<file path="src/rtl/ptmr_pkg.sv">
package ptmr_pkg;

   // Action chosen by the down counter in a cycle
   typedef enum logic [2:0] {
      ACT_HOLD,
      ACT_LOAD,
      ACT_DEC,
      ACT_RELOAD,
      ACT_STOP
   } cnt_act_e;

endpackage

</file>
<file path="src/rtl/ptmr_prescaler.sv">
module ptmr_prescaler #(
   parameter int PRE_W    = 8,
   parameter int FINE_W   = 8,
   parameter int BASE_DIV = 64
) (
   input  logic             clk,
   input  logic             rst_n,
   input  logic             run_i,
   input  logic             restart_i,
   input  logic [PRE_W-1:0] prescale_i,
   output logic             tick_o
);

   localparam int LIM_W = PRE_W + FINE_W + 1;

   if (PRE_W < 1 || FINE_W < 1) begin : g_bad_width
      $error("ptmr_prescaler: PRE_W and FINE_W must be at least 1");
   end
   if (BASE_DIV < 2 || BASE_DIV > (2 ** FINE_W)) begin : g_bad_base
      $error("ptmr_prescaler: BASE_DIV must lie in 2 .. 2**FINE_W");
   end

   logic [LIM_W-1:0] limit;
   logic [LIM_W-1:0] pcnt;

   // Last count value of one period: prescale*2^FINE_W + BASE_DIV - 1
   assign limit  = {1'b0, prescale_i, {FINE_W{1'b0}}} + LIM_W'(BASE_DIV - 1);
   assign tick_o = run_i && !restart_i && (pcnt >= limit);

   always_ff @(posedge clk) begin
      if (!rst_n)         pcnt <= '0;
      else if (restart_i) pcnt <= '0;
      else if (run_i)     pcnt <= tick_o ? '0 : pcnt + 1'b1;
   end

   // Ticks are at least two cycles apart
   assert_tick_gap_R1: assert property (@(posedge clk) disable iff (!rst_n)
      tick_o |=> !tick_o);

   // No tick is ever produced while stopped
   assert_no_tick_idle_R3: assert property (@(posedge clk) disable iff (!rst_n)
      !run_i |-> !tick_o);

endmodule

</file>
<file path="src/rtl/ptmr_counter.sv">
module ptmr_counter
   import ptmr_pkg::*;
#(
   parameter int CNT_W = 16
) (
   input  logic             clk,
   input  logic             rst_n,
   input  logic             tick_i,
   input  logic             load_i,
   input  logic [CNT_W-1:0] reload_i,
   input  logic             auto_i,
   output logic [CNT_W-1:0] count_o,
   output logic             expire_o
);

   if (CNT_W < 2) begin : g_bad_cnt
      $error("ptmr_counter: CNT_W must be at least 2");
   end

   cnt_act_e         act;
   logic [CNT_W-1:0] count_q;
   logic [CNT_W-1:0] reload_q;

   always_comb begin
      if (load_i)                        act = ACT_LOAD;
      else if (tick_i && count_q == '0)  act = auto_i ? ACT_RELOAD : ACT_STOP;
      else if (tick_i)                   act = ACT_DEC;
      else                               act = ACT_HOLD;
   end

   assign expire_o = (act == ACT_RELOAD) || (act == ACT_STOP);
   assign count_o  = count_q;

   always_ff @(posedge clk) begin
      if (!rst_n) begin
         count_q  <= '0;
         reload_q <= '0;
      end else begin
         if (act == ACT_LOAD) reload_q <= reload_i;
         unique case (act)
            ACT_LOAD:   count_q <= reload_i;
            ACT_DEC:    count_q <= count_q - 1'b1;
            ACT_RELOAD: count_q <= reload_q;
            default:    count_q <= count_q;
         endcase
      end
   end

   // Auto mode returns to the stored period on expiry
   assert_auto_reload_R4: assert property (@(posedge clk) disable iff (!rst_n)
      (expire_o && auto_i) |=> count_q == $past(reload_q));

   // A tick without load and without expiry lowers the count by one
   assert_dec_step_R1: assert property (@(posedge clk) disable iff (!rst_n)
      (tick_i && !load_i && !expire_o) |=> count_q == $past(count_q) - 1'b1);

endmodule

</file>
<file path="src/rtl/ptmr_irq.sv">
module ptmr_irq (
   input  logic clk,
   input  logic rst_n,
   input  logic set_i,
   input  logic clr_i,
   output logic irq_o
);

   logic irq_q;

   always_ff @(posedge clk) begin
      if (!rst_n)     irq_q <= 1'b0;
      else if (set_i) irq_q <= 1'b1;
      else if (clr_i) irq_q <= 1'b0;
   end

   assign irq_o = irq_q;

   assert_set_wins_R9: assert property (@(posedge clk) disable iff (!rst_n)
      set_i |=> irq_q);

   assert_clear_R8: assert property (@(posedge clk) disable iff (!rst_n)
      (clr_i && !set_i) |=> !irq_q);

   assert_sticky_R8: assert property (@(posedge clk) disable iff (!rst_n)
      (irq_q && !clr_i) |=> irq_q);

endmodule

</file>
<file path="src/rtl/prescaled_timer.sv">
module prescaled_timer #(
   parameter int PRE_W    = 8,
   parameter int FINE_W   = 8,
   parameter int BASE_DIV = 64,
   parameter int CNT_W    = 16
) (
   input  logic             clk,
   input  logic             rst_n,
   input  logic             en_i,
   input  logic             auto_i,
   input  logic [PRE_W-1:0] prescale_i,
   input  logic [CNT_W-1:0] reload_i,
   input  logic             load_i,
   input  logic             irq_clr_i,
   output logic [CNT_W-1:0] count_o,
   output logic             irq_o,
   output logic             en_stop_o
);

   logic en_q;
   logic restart;
   logic tick;
   logic expire;
   logic stop_q;

   // Prescaler starts a fresh period on load or on an enable rise
   assign restart = load_i || (en_i && !en_q);

   always_ff @(posedge clk) begin
      if (!rst_n) begin
         en_q   <= 1'b0;
         stop_q <= 1'b0;
      end else begin
         en_q   <= en_i;
         stop_q <= expire && !auto_i;
      end
   end

   assign en_stop_o = stop_q;

   ptmr_prescaler #(
      .PRE_W    (PRE_W),
      .FINE_W   (FINE_W),
      .BASE_DIV (BASE_DIV)
   ) u_pre (
      .clk        (clk),
      .rst_n      (rst_n),
      .run_i      (en_i),
      .restart_i  (restart),
      .prescale_i (prescale_i),
      .tick_o     (tick)
   );

   ptmr_counter #(
      .CNT_W (CNT_W)
   ) u_cnt (
      .clk      (clk),
      .rst_n    (rst_n),
      .tick_i   (tick),
      .load_i   (load_i),
      .reload_i (reload_i),
      .auto_i   (auto_i),
      .count_o  (count_o),
      .expire_o (expire)
   );

   ptmr_irq u_irq (
      .clk   (clk),
      .rst_n (rst_n),
      .set_i (expire),
      .clr_i (irq_clr_i),
      .irq_o (irq_o)
   );

   assert_hold_R3: assert property (@(posedge clk) disable iff (!rst_n)
      (!en_i && !load_i) |=> $stable(count_o));

   assert_load_R6: assert property (@(posedge clk) disable iff (!rst_n)
      load_i |=> count_o == $past(reload_i));

   assert_stop_state_R5: assert property (@(posedge clk) disable iff (!rst_n)
      en_stop_o |-> (irq_o && count_o == '0));

   assert_stop_pulse_R5: assert property (@(posedge clk) disable iff (!rst_n)
      en_stop_o |=> !en_stop_o);

   assert_auto_no_stop_R4: assert property (@(posedge clk) disable iff (!rst_n)
      (expire && auto_i) |=> !en_stop_o);

endmodule

</file>
<file path="config.mk">
export PLATFORM = sky130hd
export DESIGN_NAME = prescaled_timer
export DESIGN_NICKNAME = d
export VERILOG_FILES = /design/src/rtl/ptmr_pkg.sv /design/src/rtl/ptmr_prescaler.sv /design/src/rtl/ptmr_counter.sv /design/src/rtl/ptmr_irq.sv /design/src/rtl/prescaled_timer.sv
export SDC_FILE = /design/constraint.sdc
export NUM_CORES = 1
export LEC_CHECK = 0
export BUFFER_PORTS_ARGS = -buffer_cell sky130_fd_sc_hd__buf_2
export CAP_MARGIN = 40
export CORE_ASPECT_RATIO = 0.6
export CORE_MARGIN = 2
export CORE_UTILIZATION = 30
export DETAILED_ROUTE_END_ITERATION = 8
export SETUP_SLACK_MARGIN = 0.02
export SYNTH_ARGS = -nofsm -noshare
export SYNTH_HDL_FRONTEND = slang
export SYNTH_SLANG_ARGS = --single-unit
</file>
<file path="constraint.sdc">
create_clock -name clk -period 2.9 [get_ports clk]
set_input_delay 0.58 -clock clk [delete_from_list [all_inputs] [get_ports clk]]
set_output_delay 0.58 -clock clk [all_outputs]
set_load 0.02 [all_outputs]
</file>
==> results.md, run 1 <==
- #FFs+latches synth: between 50 and 60
- Status: complete, no violations
- Share of cells above drive strength 1: 17.7%
- Cell count after synthesis: 354
- Initial Util: 30.4%
- Synthesized cell area: 2960 um2
- Worst setup path end: u_cnt.count_o[3]
- Clock slew seen by the registers of the worst setup and hold paths: about 80 ps
- CP endpoint kind: register
- Die area: ~11000 um2
- DR vias: about 2600
- Worst hold path class: register to register
- Post-synth top area share: 35.2%
- Via density: slightly below 5
- CP startpoint kind: register
- Area Overhead vs Synth: 17.8%
- Maxcap violations: 0
- Initial drt markers: approximately 180
- Slew of the pin with the lowest slew margin: 641 ps
- Crit. Startpoint: u_cnt.count_o[0]
- Top post-synthesis cells by area: dfxtp_1, o221a_1, nor2_1, mux2i_1, a21oi_1
- Initial antenna violation count: 0
- Number of synthesized flops with an enable pin: 0
- Clock root buffer master: clkbuf_16
- NumNets Final: 434
- Headroom to the max-slew limit: between 50% and 60%
- DRT Pass-1 Iters: 4
- Maximum clock frequency: 0.420 GHz
- Tcrit/Tclk final: between 80 and 90%
- Setup CP Type: register to register
- Largest net degree at the start of global routing: 20
- Most common library cells after synthesis: dfxtp_1, nor2_1, a21oi_1, nand2_1, nor2b_1
- Grt total ovfl: 0
- CTS tree: built
- Area leader, netlist: dfxtp_1
- Io pins: 48
- Worst Reg-to-Reg Cells: 8
- Hpwl dp: 5.51 mm
- Cts repair resizes: 0
- Hold_buf cts: 0
- WP data required: a little over 3000 ps
- Count leader, synth: dfxtp_1
- Final WL: roughly 7.6 mm
- Floorplan die height: a little over 80 um
- Primary FF master, synth: dfxtp_1
- Post-CTS Setup Bufs: 0
- Crit Path Max Fanout: 15
- Leak Pwr: about 1.4 nW
- Sequential fraction of the synthesis area: around a third
- TNS Setup: 0 ps
- GPL Wtd Cong: 0.862
- Global-route wire length before repair: ~12 mm
- Final hold slack: just over 500 ps
- Antenna diodes: 0
- Reg2reg start: u_cnt.count_o[0]
- Synth async-reset ratio: 0%
- Worst Path Arrival: about 2600 ps
- Clock latency on the worst-skew pair: 300 ps
- CTS Sinks: 52
- R2R setup slack: around 520 ps
- RSZ-0062 raised after global routing: no
- I/O Buffers: 47
- Antenna viol nets, final: 0
- CTS Buffer Depth: 2
- Number of global-route vias before repair: between 2000 and 2500
- Worst clock skew: about 16 ps
- Standard-cell row count: 28
- GRT Util Overall: between 10% and 20%
- Num CTS Buffers: 5
- Tmin final: around 2400 ps
- Core box area: 9740 um2
- Reg-to-reg endpoint: u_cnt.count_o[3]
- DIE WIDTH: 132 um
- Synthesized net count: around 390
- VDD IR max: around 0.21 mV
- CTS H-tree lvls: 2
- Post-DR wirelength/cell: between 10 and 15 um
- Synth cell types: 44
- YS warnings: 0
- Max-slew violations: 0
- Power per cell area: around 490 nW/um2
- DRC violations left: 0
- Setup Viol. Count Final: 0
- Synth Area per Inst: between 8 and 9 um2
- Final hold viol count: 0
- Post-layout util: between 30% and 40%
==> registers in the layout (all words and copies together), names as in the netlist <==
signal,cells
u_pre.pcnt,17
u_cnt.count_o,16
u_cnt.reload_q,16
en_q,1
en_stop_o,1
u_irq.irq_o,1
==> stage by stage <==
step	std cells	cell area [um2]	setup slack (ps)	total power, mW
4_1_cts	530	3490	542	1.72
3_5_place_dp	522	3320	286	1.03
6_report	530	3490	520	1.71
2_1_floorplan	354	2960	523	0.955
3_3_place_gp	522	3320	323	1.03
5_1_grt	530	3490	277	1.78
==> power by group <==
part           total, mW  internal (mW)  switching [mW]
Sequential         0.778          0.744          0.0349
Combinational      0.240         0.0988           0.141
Clock              0.693          0.411           0.282
Total               1.71           1.25           0.459
==> how the worst min path moves through the flow <==
stage | cells past startpoint | to | startpoint | slack, ps
finish | 2 | u_cnt.reload_q[1] | u_cnt.reload_q[1] | 510
floorplan | 2 | u_cnt.reload_q[0] | u_cnt.reload_q[0] | 460
detailed placement | 2 | u_cnt.reload_q[13] | u_cnt.reload_q[13] | 490
global route | 2 | u_cnt.reload_q[0] | u_cnt.reload_q[0] | 530
global placement | 2 | u_cnt.reload_q[9] | u_cnt.reload_q[9] | 480
CTS | 2 | u_cnt.reload_q[9] | u_cnt.reload_q[9] | 510
==> critical path: stages, from the launching register on <==
cell and delay [ps]:
dfxtp_1 380, inv_1 100, ha_1 230, nor2b_1 260
nand3_2 210, nand2b_1 500, a21oi_1 250, a211oi_1 80
o221a_1 250
==> metal layers <==
metal  vias up  share of wire [%]  GRT usage, %
met1      1156                 54          21.9
met2        92                 37          19.9
met5         -                  0             0
met3         7                7.5          3.31
li1       1342                  -             -
met4         0                1.1          4.95
==> layout by cell type (no fill, tap or decap), types with 2 or more instances in the layout <==
cell | netlist | routed
a211oi_1 | 6 | 6
a21o_1 | 3 | 3
a21oi_1 | 33 | 33
a21oi_2 | 5 | 5
a31oi_1 | 2 | 2
and2_1 | 2 | 2
and3_1 | 3 | 3
buf_2 | 3 | 47
buf_4 | 0 | 4
clkbuf_16 | 0 | 5
dfxtp_1 | 52 | 52
ha_1 | 10 | 10
inv_1 | 14 | 14
mux2i_1 | 17 | 17
nand2_1 | 21 | 21
nand2b_1 | 3 | 3
nand3_1 | 10 | 10
nand4_1 | 6 | 6
nor2_1 | 46 | 46
nor2b_1 | 19 | 19
nor3_1 | 14 | 14
nor4_1 | 5 | 5
nor4_2 | 2 | 2
o21ai_0 | 5 | 5
o221a_1 | 16 | 16
or3_1 | 5 | 5
xnor2_1 | 10 | 10
xor2_1 | 11 | 11
==> area by class of cell <==
cell class	count	area [um2]
Clock buffer	5	125
Clock inverter	3	46.3
Fill cell	1032	6250
Inverter	15	56.3
Multi-Input combinational cell	268	1770
Sequential cell	52	1040
Tap cell	135	169
Timing Repair Buffer	52	285
==> cells by family after synthesis <==
kind of cell	Yosys count	synth area share, %
adder cells (fa/ha/maj)	10	4.23
flip-flops	52	35.2
AND/OR/NAND/NOR	141	23.9
AO/OA/AOI/OAI	79	19.5
XOR/XNOR	21	6.21
multiplexers	17	5.75
buffers and inverters	34	5.20
No activity file was read; power rests on OpenSTA's default activity.
==> run 2: changes to the inputs <==
==> constraint.sdc (replaced) <==
create_clock -name clk -period 2 [get_ports clk]
set_input_delay 0.4 -clock clk [delete_from_list [all_inputs] [get_ports clk]]
set_output_delay 0.4 -clock clk [all_outputs]
set_load 0.02 [all_outputs]
==> results.md, run 2 (synthesized netlist as in run 1, its figures left out) <==
- DR vias: about 2900
- CP endpoint kind: register
- Power per cell area: approximately 600 nW/um2
- Standard-cell row count: 28
- Maxcap violations: 0
- Floorplan die height: roughly 80 um
- CTS H-tree lvls: 2
- Worst Path Arrival: about 2300 ps
- Post-DR wirelength/cell: 15.0 um
- Hold depth: 3
- Area Overhead vs Synth: 39.7%
- Max-slew violations: 0
- Commonest non-fill, non-tap cell in the layout: buf_4
- Post-route cell area: 4140 um2
- Placed instance count: 571
- Via density: roughly 5.0
- Antenna diodes: 0
- Post-place instance area: between 3000 and 4000 um2
- CTS tree: built
- Leak Pwr: ~1.7 nW
- Tcrit/Tclk final: 105%
- Worst clock skew: approximately 15 ps
- Fill count: about 990
- Final hold viol count: 0
- VDD IR max: 0.314 mV
- DIE WIDTH: about 130 um
- NumNets Final: 485
- Final WL: roughly 8.7 mm
- GPL Wtd Cong: 0.863
- WP data required: ~2200 ps
- Clock latency on the worst-skew pair: ~300 ps
- Number of global-route vias before repair: about 2700
- Largest net degree at the start of global routing: 27
- Maximum clock frequency: around 0.48 GHz
- Clock slew seen by the registers of the worst setup and hold paths: 80 ps
- Die area: ~11000 um2
- CP startpoint kind: register
- Final Total Pwr: 2.50 mW
- GRT Util Overall: 16.4%
- Worst hold path class: primary input to register
- Initial Util: 30.4%
- Io pins: between 40 and 50
- Core box area: slightly below 10000 um2
- RSZ-0062 raised after global routing: yes
- Antenna viol nets, final: 0
- Worst Slack Setup Final: -99.9 ps
- Status: finished with violations
- Setup Viol. Count Final: 17
- Worst setup path end: u_cnt.count_o[4]
- Reg-to-reg endpoint: u_cnt.count_o[4]
- Pre-CTS WS: -371 ps
- DRC violations left: 0
- Crit. Startpoint: u_pre.pcnt[11]
- Setup CP Type: register to register
- Commonest non-fill, non-tap cells in the layout: buf_4, buf_2, nor2_1, dfxtp_1, a21oi_1
- Initial antenna violation count: 0
- Headroom to the max-slew limit: about three quarters
- Num CTS Buffers: 5
- Non-Filler Instances: 581
- Worst Reg-to-Reg Cells: 7
- Share of cells above drive strength 1: between 30% and 40%
- CTS Buffer Depth: 2
- Grt total ovfl: 0
- CTS Sinks: between 50 and 60
- Reg2reg start: u_pre.pcnt[11]
- Initial drt markers: around 270
- Clock root buffer master: clkbuf_16
- R2R setup slack: -100 ps
- Slew of the pin with the lowest slew margin: 379 ps
- Global-route wire length before repair: about 14 mm
- Crit Path Max Fanout: 18
- Failing checks: negative setup slack
- DRT Pass-1 Iters: 5
- Tmin final: around 2100 ps
- I/O Buffers: 47
- Top reg by flops: u_pre.pcnt
- Hpwl dp: between 6 and 7 mm
- Largest register FFs: 17
## run 2: changes by cell type in the layout (fill, tap and decap cells not counted), moves of 3 or more
cell	delta
dfxtp_1	-9
ha_4	+7
buf_4	+47
inv_1	-3
nor3_2	+4
a21oi_2	+5
dfxtp_2	+7
a21oi_1	-5
nor3_1	-5
ha_1	-8
## run 2: worst max-delay path, cell delays in order, from the launching register on
cell and delay [ps]:
dfxtp_2 340, ha_4 260, nand4_1 180, o41a_1 390, a211o_1 310, buf_12 180
nor3_2 170, o221a_1 190
## run 2: how the worst min path moves through the flow
stage	startpoint	end	slack, ps
after floorplan	u_cnt.reload_q[0]	u_cnt.reload_q[0]	460
after global placement	u_cnt.reload_q[10]	u_cnt.reload_q[10]	480
after detailed placement	u_cnt.reload_q[2]	u_cnt.reload_q[2]	490
after CTS	reload_i[8]	u_cnt.reload_q[8]	350
after global routing	reload_i[14]	u_cnt.reload_q[14]	370
final	reload_i[8]	u_cnt.reload_q[8]	350
## run 2: timing repair
action / 4_1_cts / 5_1_grt
cloned: 1 / 0
hold endpoints to repair: 0 / 0
resized for setup: 20 / 19
setup endpoints to repair: 29 / 33
pin swaps: 6 / 0
setup buffers: 1 / 0
hold buffers: 0 / 0
## run 2: per-layer routing
metal,part of all wire [%],global-route usage [%]
met5,0,0
met1,55,25.3
met3,5.6,3.37
met4,0.65,3.66
met2,39,23.1
## run 2: area by class of cell
| type | count | area, um2 | area share [%] |
|---|---|---|---|
| timing repair buffer | 102 | 684 | 16.5 |
| inverter | 15 | 66.3 | 1.60 |
| sequential | 52 | 1060 | 25.6 |
| clock buffer | 5 | 125 | 3.02 |
| multi-input combinational | 269 | 2010 | 48.5 |
| tap | 135 | 169 | 4.08 |
| clock inverter | 3 | 27.5 | 0.665 |
## run 2: report_power, final
| part | switching, mW | total, mW | leakage [nW] | internal [mW] |
|---|---|---|---|---|
| sequential | 0.0360 | 1.11 | 0.431 | 1.08 |
| clock | 0.440 | 0.917 | 0.0719 | 0.477 |
| combinational | 0.265 | 0.474 | 1.16 | 0.209 |
## run 2: stage by stage
step | TNS, ps | hold WS (ps) | util, %
after floorplan | -972 | 460 | -
after global placement | -8100 | 476 | 38.8
after detailed placement | -9280 | 486 | 38.8
after CTS | -513 | 350 | 41.5
after global routing | -2870 | 366 | 42.5
final | -797 | 347 | 42.5
==> run 3: changes to the inputs <==
--- a/config.mk
+++ b/config.mk
@@ -5,6 +5,7 @@
 export SDC_FILE = /design/constraint.sdc
 export NUM_CORES = 1
 export LEC_CHECK = 0
+export ABC_AREA = 1
 export BUFFER_PORTS_ARGS = -buffer_cell sky130_fd_sc_hd__buf_2
 export CAP_MARGIN = 40
 export CORE_ASPECT_RATIO = 0.6
@@ -12,6 +13,7 @@
 export CORE_UTILIZATION = 30
 export DETAILED_ROUTE_END_ITERATION = 8
 export SETUP_SLACK_MARGIN = 0.02
+export SLEW_MARGIN = 25
 export SYNTH_ARGS = -nofsm -noshare
 export SYNTH_HDL_FRONTEND = slang
 export SYNTH_SLANG_ARGS = --single-unit
==> results.md, run 3 <==
- YS warnings: 0
- Synth cell types: 35
- Worst hold path class: primary input to register
- Final hold viol count: 0
- Power per cell area: ~600 nW/um2
- Top reg by flops: u_pre.pcnt
- Post-DR wirelength/cell: approximately 13 um
- Top post-synthesis cells by area: dfxtp_1, nor2_1, nand2_1, o21ai_0, inv_1
- Reg2reg start: u_pre.pcnt[11]
- VDD IR max: between 0.3 and 0.4 mV
- Crit-path slowest cell: dfxtp_2
- Core box area: 9770 um2
- Synthesized cell area: ~3000 um2
- Via density: ~4.6
- Number of global-route vias before repair: roughly 2600
- Tcrit/Tclk final: 94.9%
- DRT Pass-1 Iters: 5
- Headroom to the max-slew limit: between 70% and 80%
- Initial antenna violation count: 0
- #FFs+latches synth: 52
- Clock latency on the worst-skew pair: roughly 290 ps
- Synthesized net count: between 400 and 500
- Worst Reg-to-Reg Cells: 13
- Io pins: 48
- CTS Buffer Depth: 2
- DR vias: just under 3000
- Worst clock skew: approximately 6.1 ps
- Crit Path Max Fanout: 7
- Setup CP Type: register to register
- Clock root buffer master: clkbuf_16
- Maxcap violations: 0
- WP data required: around 2200 ps
- Final WL: about 8.1 mm
- CTS Sinks: between 50 and 60
- Initial drt markers: 168
- CP endpoint kind: register
- Hpwl dp: 5.90 mm
- Grt total ovfl: 0
- Area Overhead vs Synth: 35.2%
- Most common library cells after synthesis: nor2_1, nand2_1, inv_1, dfxtp_1, o21ai_0
- Commonest non-fill, non-tap cells in the layout: nor2_1, inv_1, nand2_1, buf_2, dfxtp_1
- Leak Pwr: around 1.8 nW
- Hold depth: 4
- Worst Slack Setup Final: between 100 and 150 ps
- Global-route wire length before repair: between 10 and 15 mm
- Primary FF master, synth: dfxtp_1
- Cell count after synthesis: ~430
- GRT Util Overall: between 10% and 20%
- DIE WIDTH: 133 um
- Count leader, synth: nor2_1
- Max-slew violations: 0
- GPL Wtd Cong: 0.940
- Pre-CTS WS: -163 ps
- Clock slew seen by the registers of the worst setup and hold paths: approximately 70 ps
- Synth async-reset ratio: 0%
- Initial Util: between 30% and 40%
- Number of synthesized flops with an enable pin: 0
- Area leader, netlist: dfxtp_1
- RSZ-0062 raised after global routing: yes
- TNS Setup: 0 ps
- Slew of the pin with the lowest slew margin: between 400 and 500 ps
- Floorplan die height: between 80 and 90 um
- NumNets Final: 550
- Sequential fraction of the synthesis area: roughly a third
- Worst stage delay on the critical path: about 340 ps
- I/O Buffers: 47
- Setup Viol. Count Final: 0
- Tmin final: between 1500 and 2000 ps
- Post-synth top area share: a little over a third
- Synth Area per Inst: 6.89 um2
- Antenna diodes: 0
- Die area: ~11000 um2
- Status: complete, no violations
- CTS H-tree lvls: 2
- CTS tree: built
- CP startpoint kind: register
- Maximum clock frequency: approximately 0.53 GHz
- Largest register FFs: 17
- Worst Path Arrival: approximately 2100 ps
- DRC violations left: 0
- Num CTS Buffers: 5
- Standard-cell row count: 28
- Share of cells above drive strength 1: a little under a third
- Antenna viol nets, final: 0
- Crit. Startpoint: u_pre.pcnt[11]
- Worst path cell trace: ha_4, nand2_4, nor3_4, nand2_1, nand2_1, nand2_2, nand2_4, buf_6, nand4_4, buf_12, nor2_4, nor2_1, nor2_1
- Hold path startpoint: irq_clr_i
- Commonest non-fill, non-tap cell in the layout: nor2_1
- Largest net degree at the start of global routing: 48
-- run 3: cell types whose count changed in the layout (fill, tap and decap cells not counted), sizes merged, moves of 18 or more --
cell	change
nand2	+39
nor2b	-19
inv	+41
buf	-18
o21ai	+46
nor2	+43
-- run 3: path summary, 6_finish.rpt --
check	slack (ps)	endpoint
worst min-delay path	360	u_irq.irq_o
worst max register to register	100	u_cnt.count_o[9]
worst max-delay path	100	u_cnt.count_o[9]
worst min register to register	460	u_cnt.reload_q[1]
-- run 3: report_power, final --
| part | switching (mW) | total [mW] | internal, mW |
|---|---|---|---|
| registers | 0.0398 | 1.12 | 1.08 |
| clock network | 0.376 | 0.876 | 0.501 |
| logic | 0.255 | 0.429 | 0.174 |
| total | 0.671 | 2.43 | 1.76 |
-- run 3: kinds of logic (layout without fill, tap and decap cells) --
family	Yosys count	in the layout	synth area share (%)
buffers and inverters	73	150	10.0
AOI/OAI and AO/OA	79	79	13.7
xor gates and xnor gates	21	21	6.15
DFF	52	52	34.8
adders and majority gates	10	10	4.19
and+or+nand+nor	199	199	31.1
-- run 3: worst max-delay path: cells and delay by family, from the launching register on --
family	cells	cell delay, ps
fa+ha+maj	1	270
buf+inv	2	310
flops	1	340
simple gates	10	890
-- run 3: through the flow --
| step | std cells | utilization [%] | power (mW) | instance area, um2 | hold WS, ps |
|---|---|---|---|---|---|
| final | 646 | 41.4 | 2.43 | 4040 | 357 |
| after global routing | 646 | 41.4 | 2.57 | 4040 | 363 |
| after CTS | 643 | 39.1 | 2.43 | 3830 | 352 |
| after detailed placement | 627 | 36.3 | 1.52 | 3550 | 444 |
| after global placement | 627 | 36.3 | 1.51 | 3550 | 440 |
| after floorplan | 434 | - | 1.38 | 2990 | 430 |
-- run 3: repair_timing --
| item | CTS | global route |
|---|---|---|
| endpoints found under the setup margin | 9 | 21 |
| setup buffers | 7 | 3 |
| hold buffers | 0 | 0 |
| cloned | 1 | 0 |
| resized for setup | 13 | 49 |
| pin swaps | 7 | 20 |
-- run 3: final cells by class --
class	instances	area, um2
multi-input combinational	309	1860
sequential	52	1050
timing repair buffer	85	596
fill	998	5730
tap	135	169
inverter	57	221
clock buffer	8	146
-- run 3: per-layer routing --
| metal | vias to the layer above | track usage [%] | part of all wire [%] |
|---|---|---|---|
| met3 | 2 | 4.00 | 6.5 |
| met2 | 71 | 20.6 | 39 |
| li1 | 1546 | - | - |
| met4 | 0 | 2.58 | 0.23 |
| met5 | - | 0 | 0 |
| met1 | 1340 | 24.1 | 54 |
